===== src/rtl/mdu_pkg.sv =====
package mdu_pkg;
  localparam int NIB_W        = 4;
  localparam int BYTE_W       = 8;
  localparam int ADDR_W       = 3;
  localparam int NIB_PER_BYTE = BYTE_W / NIB_W;

  // nibble address bases; lower nibble sits at the base address
  localparam int A_LO_BASE  = 0;
  localparam int A_HI_BASE  = 2;
  localparam int A_SRC_BASE = 4;
  localparam int A_CTRL     = 6;

  typedef struct packed {
    logic neg;
    logic ovf;
    logic zero;
  } flags_t;
endpackage


===== src/rtl/mdu_calc.sv =====
module mdu_calc
  import mdu_pkg::*;
#(
  parameter int W = BYTE_W
) (
  input  logic         op_div,
  input  logic [W-1:0] dst_hi,
  input  logic [W-1:0] dst_lo,
  input  logic [W-1:0] src,
  output logic [W-1:0] res_hi,
  output logic [W-1:0] res_lo,
  output flags_t       flags,
  output logic         write_back
);
  localparam int DW = 2 * W;

  logic [DW-1:0] prod;
  logic [DW-1:0] dividend;
  logic [W-1:0]  divisor;
  logic [W-1:0]  quo;
  logic [W-1:0]  rem;
  logic          div_ovf;

  always_comb begin
    prod     = DW'(dst_lo) * DW'(src);
    dividend = {dst_hi, dst_lo};
    div_ovf  = (src == '0) || (dst_hi >= src);
    divisor  = div_ovf ? W'(1) : src;
    quo      = W'(dividend / DW'(divisor));
    rem      = W'(dividend % DW'(divisor));
    if (op_div) begin
      res_hi     = rem;
      res_lo     = quo;
      write_back = !div_ovf;
      flags.ovf  = div_ovf;
      flags.neg  = !div_ovf && quo[W-1];
      flags.zero = !div_ovf && (quo == '0);
    end else begin
      res_hi     = prod[DW-1:W];
      res_lo     = prod[W-1:0];
      write_back = 1'b1;
      flags.ovf  = 1'b0;
      flags.neg  = prod[DW-1];
      flags.zero = (prod == '0);
    end
  end

  // an accepted divide always leaves a remainder below the divisor
  always_comb begin
    if (op_div && write_back) begin
      p_rem_bound_r5: assert (rem < src);
    end
  end
endmodule


===== src/rtl/mdu_seq.sv =====
module mdu_seq #(
  parameter int LATENCY = 10
) (
  input  logic clk,
  input  logic rst,
  input  logic start,
  output logic busy,
  output logic done
);
  localparam int CNT_W = (LATENCY > 1) ? $clog2(LATENCY) : 1;

  logic [CNT_W-1:0] cnt;

  always_ff @(posedge clk) begin
    if (rst) begin
      busy <= 1'b0;
      cnt  <= '0;
    end else if (start && !busy) begin
      busy <= 1'b1;
      cnt  <= CNT_W'(LATENCY - 1);
    end else if (busy) begin
      if (cnt == '0) busy <= 1'b0;
      else           cnt  <= cnt - 1'b1;
    end
  end

  assign done = busy && (cnt == '0);

  p_start_r3: assert property (@(posedge clk) disable iff (rst)
    start && !busy |=> busy && (cnt == CNT_W'(LATENCY - 1)));
  p_count_r3: assert property (@(posedge clk) disable iff (rst)
    busy && (cnt != '0) |=> busy && (cnt == $past(cnt) - 1'b1));
  p_end_r3: assert property (@(posedge clk) disable iff (rst)
    done |=> !busy);
endmodule


===== src/rtl/mdu_top.sv =====
module mdu_top
  import mdu_pkg::*;
#(
  parameter int LATENCY = 10
) (
  input  logic              clk,
  input  logic              rst,
  input  logic              wr_en,
  input  logic [ADDR_W-1:0] addr,
  input  logic [NIB_W-1:0]  wr_data,
  output logic [NIB_W-1:0]  rd_data
);
  logic [BYTE_W-1:0] dst_hi, dst_lo, src;
  logic [BYTE_W-1:0] res_hi, res_lo;
  flags_t            flags, res_flags;
  logic              op_div, write_back;
  logic              busy, done, wr_ok, start;

  assign wr_ok = wr_en && !busy;
  assign start = wr_ok && (addr == ADDR_W'(A_CTRL));

  mdu_seq #(.LATENCY(LATENCY)) seq_i (
    .clk(clk), .rst(rst), .start(start), .busy(busy), .done(done)
  );

  mdu_calc #(.W(BYTE_W)) calc_i (
    .op_div(op_div), .dst_hi(dst_hi), .dst_lo(dst_lo), .src(src),
    .res_hi(res_hi), .res_lo(res_lo), .flags(res_flags),
    .write_back(write_back)
  );

  // operand registers: not reset, contents undefined until written
  always_ff @(posedge clk) begin
    if (done) begin
      if (write_back) begin
        dst_hi <= res_hi;
        dst_lo <= res_lo;
      end
    end else if (wr_ok) begin
      for (int i = 0; i < NIB_PER_BYTE; i++) begin
        if (addr == ADDR_W'(A_LO_BASE + i))  dst_lo[i*NIB_W +: NIB_W] <= wr_data;
        if (addr == ADDR_W'(A_HI_BASE + i))  dst_hi[i*NIB_W +: NIB_W] <= wr_data;
        if (addr == ADDR_W'(A_SRC_BASE + i)) src[i*NIB_W +: NIB_W]    <= wr_data;
      end
    end
  end

  always_ff @(posedge clk) begin
    if (rst) begin
      flags  <= '0;
      op_div <= 1'b0;
    end else begin
      if (start) op_div <= wr_data[0];
      if (done)  flags  <= res_flags;
    end
  end

  always_ff @(posedge clk) begin
    if (rst) begin
      rd_data <= '0;
    end else begin
      rd_data <= '0;
      for (int i = 0; i < NIB_PER_BYTE; i++) begin
        if (addr == ADDR_W'(A_LO_BASE + i))  rd_data <= dst_lo[i*NIB_W +: NIB_W];
        if (addr == ADDR_W'(A_HI_BASE + i))  rd_data <= dst_hi[i*NIB_W +: NIB_W];
        if (addr == ADDR_W'(A_SRC_BASE + i)) rd_data <= src[i*NIB_W +: NIB_W];
      end
      if (addr == ADDR_W'(A_CTRL)) rd_data <= {flags.neg, flags.ovf, flags.zero, busy};
    end
  end

  p_busy_lock_r10: assert property (@(posedge clk) disable iff (rst)
    busy && !done |=> $stable(dst_hi) && $stable(dst_lo) && $stable(src) && $stable(op_div));
  p_flags_hold_r9: assert property (@(posedge clk) disable iff (rst)
    busy && !done |=> $stable(flags));
  p_no_overflow_r7: assert property (@(posedge clk) disable iff (rst)
    done && !op_div |=> !flags.ovf);
  p_ovf_keep_r6: assert property (@(posedge clk) disable iff (rst)
    done && op_div && !write_back |=> $stable(dst_hi) && $stable(dst_lo) && flags.ovf);
endmodule


===== config.mk =====
export PLATFORM = sky130hd
export DESIGN_NAME = mdu_top
export DESIGN_NICKNAME = d
export VERILOG_FILES = /design/src/rtl/mdu_pkg.sv /design/src/rtl/mdu_calc.sv /design/src/rtl/mdu_seq.sv /design/src/rtl/mdu_top.sv
export SDC_FILE = /design/constraint.sdc
export NUM_CORES = 1
export LEC_CHECK = 0
export ABC_AREA = 1
export ABC_CLOCK_PERIOD_IN_PS = 64000
export BUFFER_PORTS_ARGS = -buffer_cell sky130_fd_sc_hd__buf_2
export CORE_MARGIN = 1.5
export CORE_UTILIZATION = 62
export DETAILED_ROUTE_END_ITERATION = 10
export PLACE_DENSITY = 0.79
export SLEW_MARGIN = 20
export SYNTH_ARGS = -nofsm -noshare
export SYNTH_HDL_FRONTEND = slang
export SYNTH_SLANG_ARGS = --single-unit

===== constraint.sdc =====
create_clock -name clk -period 64 [get_ports clk]
set_clock_uncertainty 0.1 [all_clocks]
set_input_delay 12.8 -clock clk [delete_from_list [all_inputs] [get_ports clk]]
set_output_delay 12.8 -clock clk [all_outputs]
set_load 0.02 [all_outputs]

Word-level counts from Yosys, hierarchy flattened

Cells that the tools add are included.

Input bits: 10
Bits in registers: 37
RAM bits: 0
Bits in read-only memories: 0
Output and inout bits: 4
Latch bits: 0
Word-level logic and storage cells: 86
Memories: 0

Equal/unequal tests: 8
Multiplexer cells: 28
Order comparisons: 1
Divide/modulo/power cells: 2
Multipliers: 1
Shifts and indexed selects: 0
Reductions and logical operators: 29
$add $sub $neg: 1
Bitwise operators: 2

Operators with widths:

| kind                | number |
|---|---|
| $mux 8              | 9 |
| $mux 4              | 14 |
| $reduce_and 3->1    | 6 |
| $div 16x8->16       | 1 |
| $logic_not 16->1    | 1 |
| $logic_not 8->1     | 2 |
| $mod 16x8->16       | 1 |
| $mul 8x8->16        | 1 |
| $reduce_bool 2->1   | 6 |
| $eq 3x3->1 const B  | 3 |
| $ge 8x8->1          | 1 |
| $eq 3x2->1 const B  | 2 |
| $logic_and 1x1->1   | 6 |
| $logic_not 4->1     | 1 |
| $mux 1              | 4 |
| $ne 2x1->1 const B  | 2 |
| $reduce_and 2->1    | 2 |
| $sub 4x1->4 const B | 1 |
| $eq 3x1->1 const B  | 1 |
| $logic_not 3->1     | 1 |
| $mux 3              | 1 |
| $logic_not 1->1     | 2 |
| $not 1->1           | 2 |
| $reduce_or 2->1     | 1 |
| $logic_or 1x1->1    | 1 |

Longest topological paths before layout

Depth after elaboration: 8
Depth in mapped cells: 231
Depth with buffers taken out: 222

Hierarchy

From an unflattened synthesis, not the netlist that was laid out.

Cells, all modules: 1536
Area total of the unflattened synthesis: 10229.8 µm²

By module, submodules not included:

| module   | sequential area each (µm²) | times used | area an instance (µm²) | cells an instance |
|---|---|---|---|---|
| mdu_calc | 0.0                        | 1          | 8398.1                 | 1328 |
| mdu_top  | 880.8                      | 1          | 1551.5                 | 171 |
| mdu_seq  | 100.1                      | 1          | 280.3                  | 37 |

Worst setup path after synthesis

OpenSTA, ideal clock, no wires.

Kind: reg-to-reg
Start: reg src[5]
End: reg dst_hi[5] (data pin)
Setup time: 0.254 ns
Required time: 63.646 ns
Path slack: 34.034 ns
Arrival: 29.612 ns
Stages on the path, launching flop included: 224
Period minus slack after synthesis: 29.966 ns
Path buffers: 10
Cell sequence: edfxtp_1 > clkbuf_1 > inv_1 > ha_1 > nand2_1 > nor2_1 > nor2_1 > nor2_1 > nor2_4 > nand2_2 > nor2_1 > ha_1 > or2_2 > nand2_1 > inv_1 > nand3_1 > nand2_1 > and2_1 > [188 not listed] > fa_1 > nand3_1 > nand3_1 > a21oi_1 > o21bai_1 > o21ai_0 > nand2_1 > a21oi_1 > a21boi_1 > nand3_1 > nor2_1 > nand4_4 > nor2_8 > nand2_4 > nand2_1 > nand3_1 > nand3_1 > nand2_1

Word-level cells in the longest chain between the ends: 7
Elaborated cells on any way between the ends: 9
Classes of those cells: mul (1); div (1); order compare (1); mux (4); reduce/logical (2)

Ends and longest elaborated chain:

| item                                                 | RTL line       | RTL |
|---|---|---|
| start: declaration                                   | mdu_top.sv:13  | `logic [BYTE_W-1:0] dst_hi, dst_lo, src;` |
| start signal: indexed assignment                     | mdu_top.sv:43  | `if (addr == ADDR_W'(A_SRC_BASE + i)) src[i*NIB_W +: NIB_W] <= wr_data;` |
| $ge 8x8->1 / $logic_not 8->1 (equally long branches) | mdu_calc.sv:27 | `div_ovf = (src == '0) \|\| (dst_hi >= src);` |
| $logic_or 1x1->1                                     | mdu_calc.sv:27 |  |
| $mux 8                                               | mdu_calc.sv:28 | `divisor = div_ovf ? W'(1) : src;` |
| $mod 16x8->16                                        | mdu_calc.sv:30 | `rem = W'(dividend % DW'(divisor));` |
| $mux 8 *                                             | mdu_calc.sv:31 | `if (op_div) begin` |
| $mux 8 *                                             | mdu_top.sv:35  | `if (write_back) begin` |
| $mux 8 *                                             | mdu_top.sv:34  | `if (done) begin` |
| end signal: assignment                               | mdu_top.sv:36  | `dst_hi <= res_hi;` |
| end signal: indexed assignment                       | mdu_top.sv:42  | `if (addr == ADDR_W'(A_HI_BASE + i)) dst_hi[i*NIB_W +: NIB_W] <= wr_data;` |
| end: declaration                                     | mdu_top.sv:13  |  |

Every way passes the cells marked *; elsewhere a longest branch is shown, timed or not. The select of a mux whose other input is x is not followed.
A chain may end at the register's enable or synchronous reset.

Final worst setup path

Start: reg src[5]
End: reg dst_hi[6] (data pin)

Same word-level chain as after synthesis.

==> impl_metrics.sql <==
INSERT INTO impl_metrics (metric_group, metric, value, unit) VALUES
('finish', 'nNetsFinal', '1635', ''),
('yosys', 'syn_area', '9820', 'um2'),
('cts', 'path_clk_slew', '0.06', 'ns'),
('critical_path', 'timing.critical_path.required', '63.93', 'ns'),
('placement', 'detailed_place_hpwl', '18800', 'um'),
('finish', 'layout.cells.most_common_list', 'nand2_1 (333), inv_1 (263), ha_1 (147)', ''),
('cts', 'cts_hold_buffers', '0', ''),
('detailed_routing', 'detailedRoute.firstIterationViolations', '607', ''),
('global_routing', 'grt_usage', '0.297', ''),
('yosys', 'synth.ff_latch_count', '37', ''),
('yosys', 'synth_top_cells_by_area', 'ha_1 (19%), nand2_1 (13%), inv_1 (10%)', ''),
('sta', 'final_report_max_slew_violation_count', '0', ''),
('floorplanning', 'core_region_area', '15300', 'um2'),
('cts', 'clock_tree_from_tritoncts', 'done', ''),
('floorplanning', 'start_util', '0.642', ''),
('critical_path', 'r2r-end', 'dst_hi[6]', ''),
('critical_path', 'cp.arrival', '33.17', 'ns'),
('critical_path', 'cpPeakStageDelay', '0.72', 'ns'),
('cts', 'worstSkewPairLatency', '0.28', 'ns'),
('cts', 'cts_max_level', '2', ''),
('global_routing', 'antenna_violations_before_repair', '0', ''),
('detailed_routing', 'post-route-drc-count', '0', ''),
('floorplanning', 'placement_rows', '45', ''),
('placement', 'pre_cts_slack', '31.12', 'ns'),
('critical_path', 'worst_path_slowest_cell', 'edfxtp_1', ''),
('status', 'run_status', 'finished clean', ''),
('sta', 'timing.max_slew.rel_slack', '0.426', ''),
('sta', 'post-route-worst-setup-slack', '30.76', 'ns'),
('global_routing', 'wire_length_of_the_first_global_routing_pass', '40300', 'um'),
('sta', 'fmax', '0.0301', 'GHz'),
('detailed_routing', 'via_count', '9096', ''),
('finish', 'final.fill_count', '1396', ''),
('yosys', 'synth_enable_flop_cells', '24', ''),
('cts', 'cts_buffers', '5', ''),
('placement', 'gp_routability_congestion', '0.959', ''),
('critical_path', 'regToRegStartpoint', 'src[5]', ''),
('yosys', 'yosys_warnings', '0', ''),
('yosys', 'synth.yosys.seq_area_share', '0.0998', ''),
('detailed_routing', 'detail_route.wl_per_cell', '14.1', 'um'),
('critical_path', 'maximum_fanout_along_the_worst_path', '16', ''),
('detailed_routing', 'ant_nets', '0', ''),
('finish', 'signed_area_change_from_the_synthesized_netlist_to_the_final_layout', '3.31', '%'),
('floorplanning', 'i_o_pin_cnt', '14', ''),
('placement', 'post_place_instance_area', '9980', 'um2'),
('min_path', 'hp-class', 'flip-flop to flip-flop', ''),
('finish', 'final_design_area_excluding_fillers', '10100', 'um2'),
('yosys', 'synth_top_area_frac', '0.187', ''),
('min_path', 'min_delay_path_depth', '2', ''),
('sta', 'hold_violations', '0', ''),
('sta', 'layout_worst_path_cycle_share', '0.519', ''),
('finish', 'seq_area', '981', 'um2'),
('cts', 'ctsLongestPathBuffers', '2', ''),
('sta', 'timing.setup.tns', '0', 'ns'),
('sta', 'period_minus_slack', '33.24', 'ns'),
('global_routing', 'largest_net_degree_at_the_start_of_global_routing', '27', ''),
('min_path', 'min_to', 'flags[1]', ''),
('sta', 'unrepaired_setup_endpoints_after_global_routing', 'no', ''),
('critical_path', 'criticalPathCategory', 'flip-flop to flip-flop', ''),
('sta', 'worstMarginPinSlew', '0.860', 'ns'),
('critical_path', 'setup.worst_path.start', 'src[5]', ''),
('yosys', 'ys.flop_type', 'edfxtp_1', ''),
('sta', 'report.final.setup_viol', '0', ''),
('cts', 'post_cts_sizing_count', '0', ''),
('cts', 'cts.repair_timing.setup_buffer_count', '0', ''),
('floorplanning', 'die_height', '129', 'um'),
('finish', 'layout.cells.most_common', 'nand2_1', ''),
('yosys', 'post_synth_num_cell_types', '55', ''),
('floorplanning', 'die-area', '16600', 'um2'),
('critical_path', 'nature_of_the_critical_path_startpoint', 'flip-flop', ''),
('finish', 'n_antenna_cell', '0', ''),
('placement', 'port-buffer-count', '13', '');
==> flip-flops by register name (all words and copies together) (netlist names) <==
name / cells
dst_lo: 8
seq_i.cnt: 4
flags: 3
rd_data: 4
op_div: 1
dst_hi: 8
src: 8
seq_i.busy: 1
==> critical path: cells and delay by family, from the launching register on <==
kind            cells  cell delay [ns]
fa+ha+maj          17             5.42
buf+inv            30             3.54
simple gates       91            10.49
compound gates     78            12.62
flops               1             0.72
==> cells by family after synthesis <==
logic type / after synthesis / share of synthesized area
AOI/OAI and AO/OA: 232 / 0.144
xor gates and xnor gates: 87 / 0.0776
adders and majority gates: 184 / 0.263
buffers and inverters: 322 / 0.125
DFF: 37 / 0.0998
and+or+nand+nor: 601 / 0.291
==> cells in the mapped netlist (3+ instances only) <==
library cell / count
nand2_1: 333
inv_1: 263
ha_1: 147
o21ai_0: 94
nor2_1: 86
nand3_1: 61
xor2_1: 49
a21oi_1: 41
clkbuf_1: 38
xnor2_1: 38
fa_1: 37
a21o_1: 30
nand4_1: 28
edfxtp_1: 24
nand2_2: 22
nand3_2: 19
o21ai_1: 17
o21bai_1: 14
dfxtp_1: 13
inv_2: 11
or2_2: 9
nor3_1: 7
nand2_4: 6
nor4_1: 6
o211ai_1: 6
a211oi_1: 5
a31oi_1: 5
nor2_2: 5
buf_2: 4
nor2_4: 4
nor2_8: 4
and2_1: 3
clkinv_1: 3
o21ai_2: 3
o31ai_1: 3
==> worst max-delay path by stage <==
stage	to	slack, ns
floorplan	dst_hi[5]	34.03
global placement	dst_hi[6]	31.96
detailed placement	dst_hi[6]	31.12
CTS	dst_hi[6]	30.90
global route	dst_hi[6]	27.16
finish	dst_hi[6]	30.76
==> routing by layer <==
| layer | vias to the layer above | routed length, um | global-route usage |
|---|---|---|---|
| li1 | 4664 | - | - |
| met1 | 4088 | 10700 | 0.396 |
| met2 | 292 | 10600 | 0.496 |
| met3 | 52 | 1550 | 0.0470 |
| met4 | 0 | 556 | 0.0939 |
| met5 | - | 0 | 0 |
==> area by class of cell <==
type | instances | share of cell area
Multi-Input combinational cell | 1104 | 0.750
Tap cell | 211 | 0.0260
Clock inverter | 3 | 0.00407
Timing Repair Buffer | 15 | 0.00789
Sequential cell | 37 | 0.0966
Clock buffer | 5 | 0.0123
Inverter | 278 | 0.103
==> through the flow <==
step	hold WS [ns]	std cells
after detailed placement	0.375	1645
final	0.388	1653
after CTS	0.387	1653
after floorplan	0.334	1463
after global routing	0.429	1653
after global placement	0.366	1645
Power is left out: the tool's default activity adds up to more than one toggle a clock period on the data nets, which glitch-free logic cannot reach.
